$ cat src/rtl/vcal_pkg.sv
package vcal_pkg;
  // Synchronized comparator pair: bit1 = above upper threshold, bit0 = below lower threshold
  typedef enum logic [1:0] {
    WIN_IN    = 2'b00,
    WIN_BELOW = 2'b01,
    WIN_ABOVE = 2'b10,
    WIN_BAD   = 2'b11
  } win_e;
endpackage

$ cat src/rtl/vcal_sync.sv
module vcal_sync #(
  parameter int W = 2
) (
  input  logic         clk,
  input  logic         rst_n,
  input  logic [W-1:0] d_i,
  output logic [W-1:0] q_o
);
  logic [W-1:0] meta_q;

  always_ff @(posedge clk) begin
    if (!rst_n) begin
      meta_q <= '0;
      q_o    <= '0;
    end else begin
      meta_q <= d_i;
      q_o    <= meta_q;
    end
  end
endmodule

$ cat src/rtl/vcal_stepgen.sv
module vcal_stepgen #(
  parameter int DIV_W = 8
) (
  input  logic             clk,
  input  logic             rst_n,
  input  logic [DIV_W-1:0] div_i,
  output logic             tick_o
);
  logic [DIV_W-1:0] dcnt_q;

  assign tick_o = (dcnt_q >= div_i);

  always_ff @(posedge clk) begin
    if (!rst_n)      dcnt_q <= '0;
    else if (tick_o) dcnt_q <= '0;
    else             dcnt_q <= dcnt_q + 1'b1;
  end


  tick_spacing_chk: assert property (@(posedge clk) disable iff (!rst_n)
    (tick_o && div_i != '0) |=> (!tick_o || div_i == '0));
endmodule

$ cat src/rtl/vcal_persist.sv
module vcal_persist
  import vcal_pkg::*;
#(
  parameter int PER_W = 12
) (
  input  logic             clk,
  input  logic             rst_n,
  input  win_e             cond_i,
  input  logic [PER_W-1:0] dwell_i,
  output win_e             held_o,
  output logic             qual_o
);
  logic [PER_W-1:0] cnt_q;

  always_ff @(posedge clk) begin
    if (!rst_n) begin
      held_o <= WIN_IN;
      cnt_q  <= '0;
    end else begin
      held_o <= cond_i;
      if (cond_i != held_o)    cnt_q <= '0;
      else if (cnt_q < dwell_i) cnt_q <= cnt_q + 1'b1;
    end
  end

  assign qual_o = (cnt_q >= dwell_i);


  dwell_restart_chk: assert property (@(posedge clk) disable iff (!rst_n)
    !$stable(held_o) |-> (!qual_o || dwell_i == '0));
endmodule

$ cat src/rtl/vcal_band.sv
module vcal_band #(
  parameter int NUM_UNITS = 16,
  parameter int BAND_W    = $clog2(NUM_UNITS + 1)
) (
  input  logic                 clk,
  input  logic                 rst_n,
  input  logic                 inc_i,
  input  logic                 dec_i,
  output logic [BAND_W-1:0]    band_o,
  output logic [NUM_UNITS-1:0] therm_o
);
  localparam logic [BAND_W-1:0] BAND_MAX = BAND_W'(NUM_UNITS);
  localparam logic [BAND_W-1:0] BAND_MID = BAND_W'(NUM_UNITS / 2);

  always_ff @(posedge clk) begin
    if (!rst_n)                            band_o <= BAND_MID;
    else if (inc_i && band_o != BAND_MAX)  band_o <= band_o + 1'b1;
    else if (dec_i && band_o != '0)        band_o <= band_o - 1'b1;
  end

  for (genvar i = 0; i < NUM_UNITS; i++) begin : g_unit
    assign therm_o[i] = (int'(band_o) > i);
  end


  band_range_chk: assert property (@(posedge clk) disable iff (!rst_n)
    band_o <= BAND_MAX);


  band_unit_step_chk: assert property (@(posedge clk) disable iff (!rst_n)
    !$stable(band_o) |-> (band_o == $past(band_o) + 1'b1 || band_o == $past(band_o) - 1'b1));
endmodule

$ cat src/rtl/vco_band_cal.sv
module vco_band_cal
  import vcal_pkg::*;
#(
  parameter int NUM_UNITS = 16,
  parameter int DIV_W     = 8,
  parameter int PER_W     = 12
) (
  input  logic                 clk_ref,
  input  logic                 rst_n,
  input  logic                 vc_below_i,
  input  logic                 vc_above_i,
  input  logic [DIV_W-1:0]     step_div_i,
  input  logic [PER_W-1:0]     dwell_i,
  output logic [NUM_UNITS-1:0] cap_therm_o,
  output logic                 locked_o,
  output logic                 cal_fail_o
);
  localparam int BAND_W = $clog2(NUM_UNITS + 1);
  localparam logic [BAND_W-1:0] BAND_MAX = BAND_W'(NUM_UNITS);

  logic [1:0]        pair_s;
  win_e              held;
  logic              qual, tick;
  logic              inc, dec;
  logic [BAND_W-1:0] band;

  vcal_sync #(.W(2)) u_sync (
    .clk(clk_ref), .rst_n(rst_n),
    .d_i({vc_above_i, vc_below_i}), .q_o(pair_s)
  );

  vcal_persist #(.PER_W(PER_W)) u_persist (
    .clk(clk_ref), .rst_n(rst_n), .cond_i(win_e'(pair_s)),
    .dwell_i(dwell_i), .held_o(held), .qual_o(qual)
  );

  vcal_stepgen #(.DIV_W(DIV_W)) u_stepgen (
    .clk(clk_ref), .rst_n(rst_n), .div_i(step_div_i), .tick_o(tick)
  );

  assign inc = tick && qual && (held == WIN_BELOW);
  assign dec = tick && qual && (held == WIN_ABOVE);

  vcal_band #(.NUM_UNITS(NUM_UNITS), .BAND_W(BAND_W)) u_band (
    .clk(clk_ref), .rst_n(rst_n), .inc_i(inc), .dec_i(dec),
    .band_o(band), .therm_o(cap_therm_o)
  );

  always_ff @(posedge clk_ref) begin
    if (!rst_n) begin
      locked_o   <= 1'b0;
      cal_fail_o <= 1'b0;
    end else begin
      locked_o   <= qual && (held == WIN_IN);
      cal_fail_o <= qual && (((held == WIN_BELOW) && (band == BAND_MAX)) ||
                             ((held == WIN_ABOVE) && (band == '0)));
    end
  end


  therm_one_bit_chk: assert property (@(posedge clk_ref) disable iff (!rst_n)
    $countones(cap_therm_o ^ $past(cap_therm_o)) <= 1);


  lock_freeze_chk: assert property (@(posedge clk_ref) disable iff (!rst_n)
    (locked_o && $past(locked_o)) |-> $stable(cap_therm_o));


  step_needs_dwell_chk: assert property (@(posedge clk_ref) disable iff (!rst_n)
    !$stable(band) |-> ($past(qual) && $past(tick)));


  fail_at_limit_chk: assert property (@(posedge clk_ref) disable iff (!rst_n)
    cal_fail_o |-> (cap_therm_o == '0 || &cap_therm_o));


  bad_pair_no_lock_chk: assert property (@(posedge clk_ref) disable iff (!rst_n)
    (held == WIN_BAD) |=> !locked_o);
endmodule

$ cat config.mk
export PLATFORM = sky130hd
export DESIGN_NAME = vco_band_cal
export DESIGN_NICKNAME = d
export VERILOG_FILES = /design/src/rtl/vcal_pkg.sv /design/src/rtl/vcal_sync.sv /design/src/rtl/vcal_stepgen.sv /design/src/rtl/vcal_persist.sv /design/src/rtl/vcal_band.sv /design/src/rtl/vco_band_cal.sv
export SDC_FILE = /design/constraint.sdc
export NUM_CORES = 1
export LEC_CHECK = 0
export ABC_AREA = 1
export BUFFER_PORTS_ARGS = -buffer_cell sky130_fd_sc_hd__buf_2
export CORE_MARGIN = 1.5
export CORE_UTILIZATION = 40
export CTS_CLUSTER_SIZE = 25
export DETAILED_ROUTE_END_ITERATION = 12
export PLACE_DENSITY = 0.68
export SLEW_MARGIN = 5
export SYNTH_ARGS = -nofsm -noshare
export SYNTH_HDL_FRONTEND = slang
export SYNTH_HIERARCHICAL = 1
export SYNTH_SLANG_ARGS = --single-unit
$ cat constraint.sdc
create_clock -name clk_ref -period 2.6 [get_ports clk_ref]
set_input_delay 0.26 -clock clk_ref [delete_from_list [all_inputs] [get_ports clk_ref]]
set_output_delay 0.26 -clock clk_ref [all_outputs]
set_load 0.03 [all_outputs]
==> run summary, run 1 <==
endpoint type of the worst setup path = flop
Critical Path Stages = 17
DRC = 0
cell area power density = 373.1 nW/µm²
postcts setup bufs = 0
Inst Count DP = 500
Slew @ Worst Pin = 0.5667 ns
crit-path max FO = 9
largest family of logic cells by synthesized area = simple AND/OR/NAND/NOR gates
largest net degree at the start of global routing = 15
cell area after synthesis = 2610 µm²
CTS Hold Bufs = 0
Final Slew Violations = 0
DP Wirelength = 4175 µm
peak supply drop = 0.0002764 V
Mean Syn Cell Area = 6.744 µm²
fraction of layout cells with a size suffix above 1 = 0.2088
row count = 29
P&R area growth vs syn = 14.81%
CP Class = flop to flop
most used cell, CP = nand2_1
adder-cell share of the synthesized area = 0.1294
total track usage = 0.1555
initial DRC count = 46
post-synthesis mux area share = 0
Root Buffer Master = clkbuf_8
Final Cycle Share = 0.8931
H-tree Lvls = 2
Worst-path clk slew = 0.07 ns
CP Launch Type = flop
effective utilization at floorplan = 0.4134
wire per inst = 10.53 µm
Post-Layout Cell Count = 508
vias = 2418
Nets = 481
unique cell type count in the Yosys netlist = 35
multi-input logic area = 1630 µm²
status = completed
max frequency = 430.6 MHz
Reg area = 660.6 µm²
leakage = 1.575 nW
Die Area = 7018 µm²
pre-CTS setup slack = 0.1850 ns
RSZ-0062 raised after global routing = false
layout filler cell count = 682
Max transition margin = 0.6217
final setup margin = 0.2778 ns
Slowest-stage cell, CP = dfxtp_1
Die X = 83.78 µm
core area = 6314 µm²
worst min-delay path category = input pin to flop
TritonCTS Buffers = 5
final setup fails = 0
Fin. Hold Viols = 0
crit path cell chain = ha_1 -> nand2_1 -> inv_1 -> nand2_1 -> nand2_1 -> nand2_1 -> nand2_1 -> nor2_2 -> o21ai_0 -> inv_1 -> nor3_4 -> nand2_4 -> inv_2 -> nand2_1 -> nand2_1 -> nand2_1 -> nand3_1
grt ovf = 0
CP peak stage delay = 0.47 ns
Final ANT Viol Nets = 0
Antenna Diode Count = 0
setup TNS = 0 ns
WL final = 5348 µm
clk sinks = 33
Ys Warns = 6
Die Ht = 83.78 µm
Net Count, Synth = 438
CTS tree = yes
xor-xnor portion of the synthesized cell area = 0.03691
crit path time final = 2.322 ns
Max-cap violations = 0
TritonRoute pass-1 iters = 4
arrival time worst endpoint = 2.49 ns
first-pass GRT wire length = 9059 µm
Syn Inst Count = 387
worst hold path depth = 3
Crit path buffers/inverters = 3
Port Buffers = 41
skew final = 0.006760 ns
Synth Area in Compound Gates = 0.09348
Worst-Skew Late Latency = 0.29 ns
CP top delay family = simple AND/OR/NAND/NOR gates
Avg Vias per Cell = 4.760
Seq/Total Area, Yosys = 0.2531
Critical Path RT = 2.77 ns
initial antenna violation count = 0
Clock Path Buffers = 2
hold slack = 0.1525 ns
total power = 1.118 mW
Final Wtd Congestion = 0.8294
vias in the first global route = 2228
worst r2r path cells = 17
#FFs+latches synth = 33
I/O pins = 42
Synth Area in Simple Gates = 0.3586
-- layer usage --
layer  vias up  global-route usage  wire length, µm
met4         0             0.06259              100
met2        31              0.2845             2614
met3        10             0.03165              140
li1       1299                   -                -
met1      1078              0.1750             2491
met5         -                   0                0
-- placed cells by master (no fill, tap or decap), drive strengths merged, types with 3 or more instances in the layout --
cell type | netlist | final
a21oi | 20 | 20
buf | 3 | 41
clkbuf | 2 | 5
dfxtp | 33 | 33
ha | 27 | 27
inv | 75 | 75
nand2 | 113 | 113
nand3 | 26 | 26
nand4 | 7 | 7
nor2 | 44 | 44
nor3 | 3 | 3
o21ai | 14 | 14
xnor2 | 6 | 6
xor2 | 5 | 5
-- cell type report --
type / count / area share
tap: 77 / 0.03215
clock inverter: 3 / 0.01545
clock buffer: 5 / 0.02296
inverter: 76 / 0.09645
sequential: 33 / 0.2205
timing repair buffer: 41 / 0.06848
multi-input combinational: 273 / 0.5440
-- flip-flops by register name, summed over array words and instances, names as in the netlist --
name and count:
locked_o 1, u_stepgen/dcnt_q 8, u_sync/q_o 2, u_persist/held_o 2, cal_fail_o 1, u_sync/meta_q 2, u_persist/cnt_q 12, u_band/band_o 5
-- worst min-delay path: stages --
cell     delay (ns)
buf_2          0.07
nand2_1        0.04
inv_1          0.04
-- final timing paths --
kind / start / to / slack (ns)
worst max-delay path: u_persist/cnt_q[7] / u_band/band_o[3] / 0.28
worst min-delay path: vc_above_i / u_sync/meta_q[1] / 0.15
worst max register to register: u_persist/cnt_q[7] / u_band/band_o[3] / 0.28
worst min register to register: u_sync/meta_q[1] / u_sync/q_o[1] / 0.42
-- what timing repair did --
item,in CTS,in global routing
gates resized for setup,0,3
setup endpoints to repair,0,3
hold endpoints to repair,0,0
-- synth_stat cells --
cell,count,share of area
nand4_1,6,0.014
a21oi_1,15,0.029
inv_1,71,0.10
nor2_2,3,0.0072
nand3_2,4,0.015
nand4_4,1,0.0081
a41oi_1,1,0.0034
nand3_4,1,0.0067
dfxtp_1,33,0.25
a21oi_2,5,0.017
nand2_4,4,0.017
inv_4,1,0.0024
clkbuf_1,1,0.0014
inv_2,3,0.0043
o31ai_1,2,0.0058
nand3b_1,1,0.0029
ha_1,27,0.13
nor2_1,36,0.052
xor2_1,5,0.017
a21o_1,1,0.0029
xnor2_1,6,0.020
clkinv_2,1,0.0019
nor2_4,5,0.022
nand2_1,98,0.14
a31oi_1,1,0.0024
a22o_1,1,0.0034
o311ai_0,1,0.0034
o21ai_1,3,0.0058
o21ai_0,11,0.021
nand3_1,21,0.040
buf_8,1,0.0058
buf_6,2,0.0086
clkbuf_2,1,0.0019
nor3_1,3,0.0058
nand2_2,11,0.026
-- kinds of logic after synthesis --
kind of cell,Yosys count
AND/OR/NAND/NOR,194
buffers and inverters,81
AO/OA/AOI/OAI,41
flip-flops,33
adder cells (fa/ha/maj),27
XOR/XNOR,11
-- report_power, final --
| part | total [mW] | internal, mW | switching, mW |
|---|---|---|---|
| sequential | 0.529 | 0.517 | 0.0116 |
| combinational | 0.101 | 0.0436 | 0.0574 |
| clock | 0.488 | 0.287 | 0.202 |
-- metrics by stage --
stage	util	area, µm²
finish	0.4746	2997
global route	0.4746	2997
CTS	0.4721	2980
detailed placement	0.4538	2865
global placement	0.4538	2865
floorplan	-	2610
No activity file was read; power rests on OpenSTA's default activity.
==> run 2: changes to the inputs <==
--- a/config.mk
+++ b/config.mk
@@ -9,6 +9,7 @@
 export BUFFER_PORTS_ARGS = -buffer_cell sky130_fd_sc_hd__buf_2
 export CORE_MARGIN = 1.5
 export CORE_UTILIZATION = 40
+export CTS_BUF_LIST = sky130_fd_sc_hd__clkbuf_4
 export CTS_CLUSTER_SIZE = 25
 export DETAILED_ROUTE_END_ITERATION = 12
 export PLACE_DENSITY = 0.68
==> run 2 against run 1 <==
Against the previous run: final cell count unchanged; first-iteration DRC count increased by 28%; combinational power about the same; sequential power about the same; count of clock-buffer cells in the layout unchanged; critical path depth unchanged; critical path type unchanged; largest cell class unchanged; largest power group unchanged; highest routed layer unchanged.
==> run summary, run 2 (synthesized netlist as in run 1, its figures left out) <==
core area = 6314 µm² (unchanged)
status = completed
first-pass GRT wire length = 9073 µm (+0.15%)
Worst-Skew Late Latency = 0.34 ns (+0.05 ns)
wire per inst = 10.51 µm (-0.21%)
leakage = 1.562 nW (-0.82%)
Fin. Hold Viols = 0 (unchanged)
row count = 29 (unchanged)
CP peak stage delay = 0.49 ns (+0.02 ns)
endpoint type of the worst setup path = flop
Avg Vias per Cell = 4.760 (unchanged)
Reg with most FFs = u_persist/cnt_q
Final ANT Viol Nets = 0 (unchanged)
arrival time worst endpoint = 2.56 ns (+0.07 ns)
Slowest-stage cell, CP = dfxtp_1
peak supply drop = 0.0002261 V (-18%)
initial DRC count = 59 (+28%)
DP Wirelength = 4175 µm (unchanged)
part of the power in the clock network = 0.385 (-0.052)
biggest regs = u_persist/cnt_q x12, u_stepgen/dcnt_q x8, u_band/band_o x5
commonest cells after routing, fill and taps aside = 98 x nand2_1, 71 x inv_1, 41 x buf_2
Final Slew Violations = 0 (unchanged)
Worst-path clk slew = 0.11 ns (+0.04 ns)
power share of the combinational group = 0.099 (+0.009)
Sw Ratio = 0.2537 (+0.01166)
Final Wtd Congestion = 0.8294 (unchanged)
crit-path max FO = 9 (unchanged)
Max-cap violations = 0 (unchanged)
skew final = 0.01154 ns (+0.004777 ns)
Inst Count DP = 500 (unchanged)
clk sinks = 33 (unchanged)
Post-Layout Cell Count = 508 (unchanged)
NetSw = 0.2599 mW (-4.0%)
Max transition margin = 0.6221 (about the same)
Slew @ Worst Pin = 0.5661 ns (-0.0005456 ns)
crit path cell chain = ha_1 -> nand2_1 -> inv_1 -> nand2_1 -> nand2_1 -> nand2_1 -> nand2_1 -> nor2_2 -> o21ai_0 -> inv_1 -> nor3_4 -> nand2_4 -> inv_2 -> nand2_1 -> nand2_1 -> nand2_1 -> nand3_1
Die Area = 7018 µm² (unchanged)
DRC = 0 (unchanged)
total track usage = 0.1547 (-0.0008283)
Area after DPL = 2865 µm² (unchanged)
Port Buffers = 41 (unchanged)
Clock Path Buffers = 2 (unchanged)
layout filler cell count = 687 (+0.73%)
Critical Path RT = 2.83 ns (+0.06 ns)
most used cell, CP = nand2_1
initial antenna violation count = 0 (unchanged)
effective utilization at floorplan = 0.4134 (unchanged)
setup TNS = 0 ns (unchanged)
TritonRoute pass-1 iters = 4 (unchanged)
Die Ht = 83.78 µm (unchanged)
Pint = 0.7643 mW (-9.8%)
P&R area growth vs syn = 13.61%
crit path time final = 2.327 ns (+0.005052 ns)
Antenna Diode Count = 0 (unchanged)
I/O pins = 42 (unchanged)
Die X = 83.78 µm (unchanged)
CP Launch Type = flop
DR WL met3 = 208 µm (+49%)
Root Buffer Master = clkbuf_4
max frequency = 429.7 MHz (-0.22%)
CTS tree = yes
Core Util, Final = 0.4697 (-0.004954)
vias = 2418 (unchanged)
grt ovf = 0 (unchanged)
CP Class = flop to flop
met2 wire length = 2634 µm (+0.77%)
final setup fails = 0 (unchanged)
Reg power frac = 0.516 (+0.043)
total power = 1.024 mW (-8.4%)
TritonCTS Buffers = 5 (unchanged)
largest net degree at the start of global routing = 15 (unchanged)
max reg flops = 12 (unchanged)
M1 wire length = 2408 µm (-3.3%)
worst min-delay path category = input pin to flop
fraction of layout cells with a size suffix above 1 = 0.2088 (unchanged)
RSZ-0062 raised after global routing = false
Nets = 481 (unchanged)
commonest non-fill, non-tap cell in the layout = nand2_1
Design Area, Final = 2965 µm² (-1.0%)
Final Cycle Share = 0.8951 (+0.001943)
vias in the first global route = 2226 (-0.090%)
WL final = 5337 µm (-0.21%)
cell area power density = 345.4 nW/µm² (-7.4%)
H-tree Lvls = 2 (unchanged)
DR top layer = met4
[run 2: changes by cell type in the layout (fill, tap and decap cells not counted)]
cell / previous run / this run
clkbuf_4: 0 / 5
clkbuf_8: 5 / 0
[run 2: power groups by stage]
stage,Clock [mW],Sequential (mW),Combinational (mW)
after CTS,0.406,0.529,0.102
after global routing,0.432,0.531,0.120
after floorplan,0,0.537,0.0675
final,0.394,0.529,0.101
after detailed placement,0,0.540,0.102
after global placement,0,0.540,0.0980
[run 2: cell type report]
cell class	count	area [µm²]	share of cell area
Clock buffer	5	37.54	0.01266
Inverter	76	289.0	0.09747
Tap cell	77	96.34	0.03249
Sequential cell	33	660.6	0.2228
Timing Repair Buffer	41	205.2	0.06920
Multi-Input combinational cell	273	1630	0.5498
Clock inverter	3	46.29	0.01561
[run 2: per-layer routing]
layer  vias to the layer above  track usage
met5                         -            0
met4                         0      0.05365
met3                        10      0.03165
met2                        38       0.2845
met1                      1075       0.1763
li1                       1295            -
[run 2: repair_timing]
item | CTS | global route
hold buffers | 0 | 0
gates resized for setup | 0 | 3
endpoints found under the setup margin | 0 | 5
setup buffers | 0 | 0
[run 2: through the flow]
stage | setup slack, ns | hold WS, ns
5_1_grt | 0.03652 | 0.07491
3_3_place_gp | 0.2447 | 0.3933
3_5_place_dp | 0.1850 | 0.3981
6_report | 0.2728 | 0.09411
2_1_floorplan | 0.3315 | 0.3441
4_1_cts | 0.1671 | 0.07708
[run 2: worst paths after layout]
path                           end  cells past startpoint          startpoint  slack (ns)
hold / removal    u_sync/meta_q[1]                      3          vc_above_i        0.09
hold reg to reg      u_sync/q_o[0]                      2    u_sync/meta_q[0]        0.42
setup reg to reg  u_band/band_o[3]                     17  u_persist/cnt_q[7]        0.27
setup / recovery  u_band/band_o[3]                     17  u_persist/cnt_q[7]        0.27
[run 2: worst max-delay path: cells and delay by family, from the launching register on]
| kind | cells | cell delay (ns) |
|---|---|---|
| buf+inv | 3 | 0.25 |
| fa+ha+maj | 1 | 0.30 |
| simple gates | 12 | 1.01 |
| flops | 1 | 0.49 |
| compound gates | 1 | 0.17 |
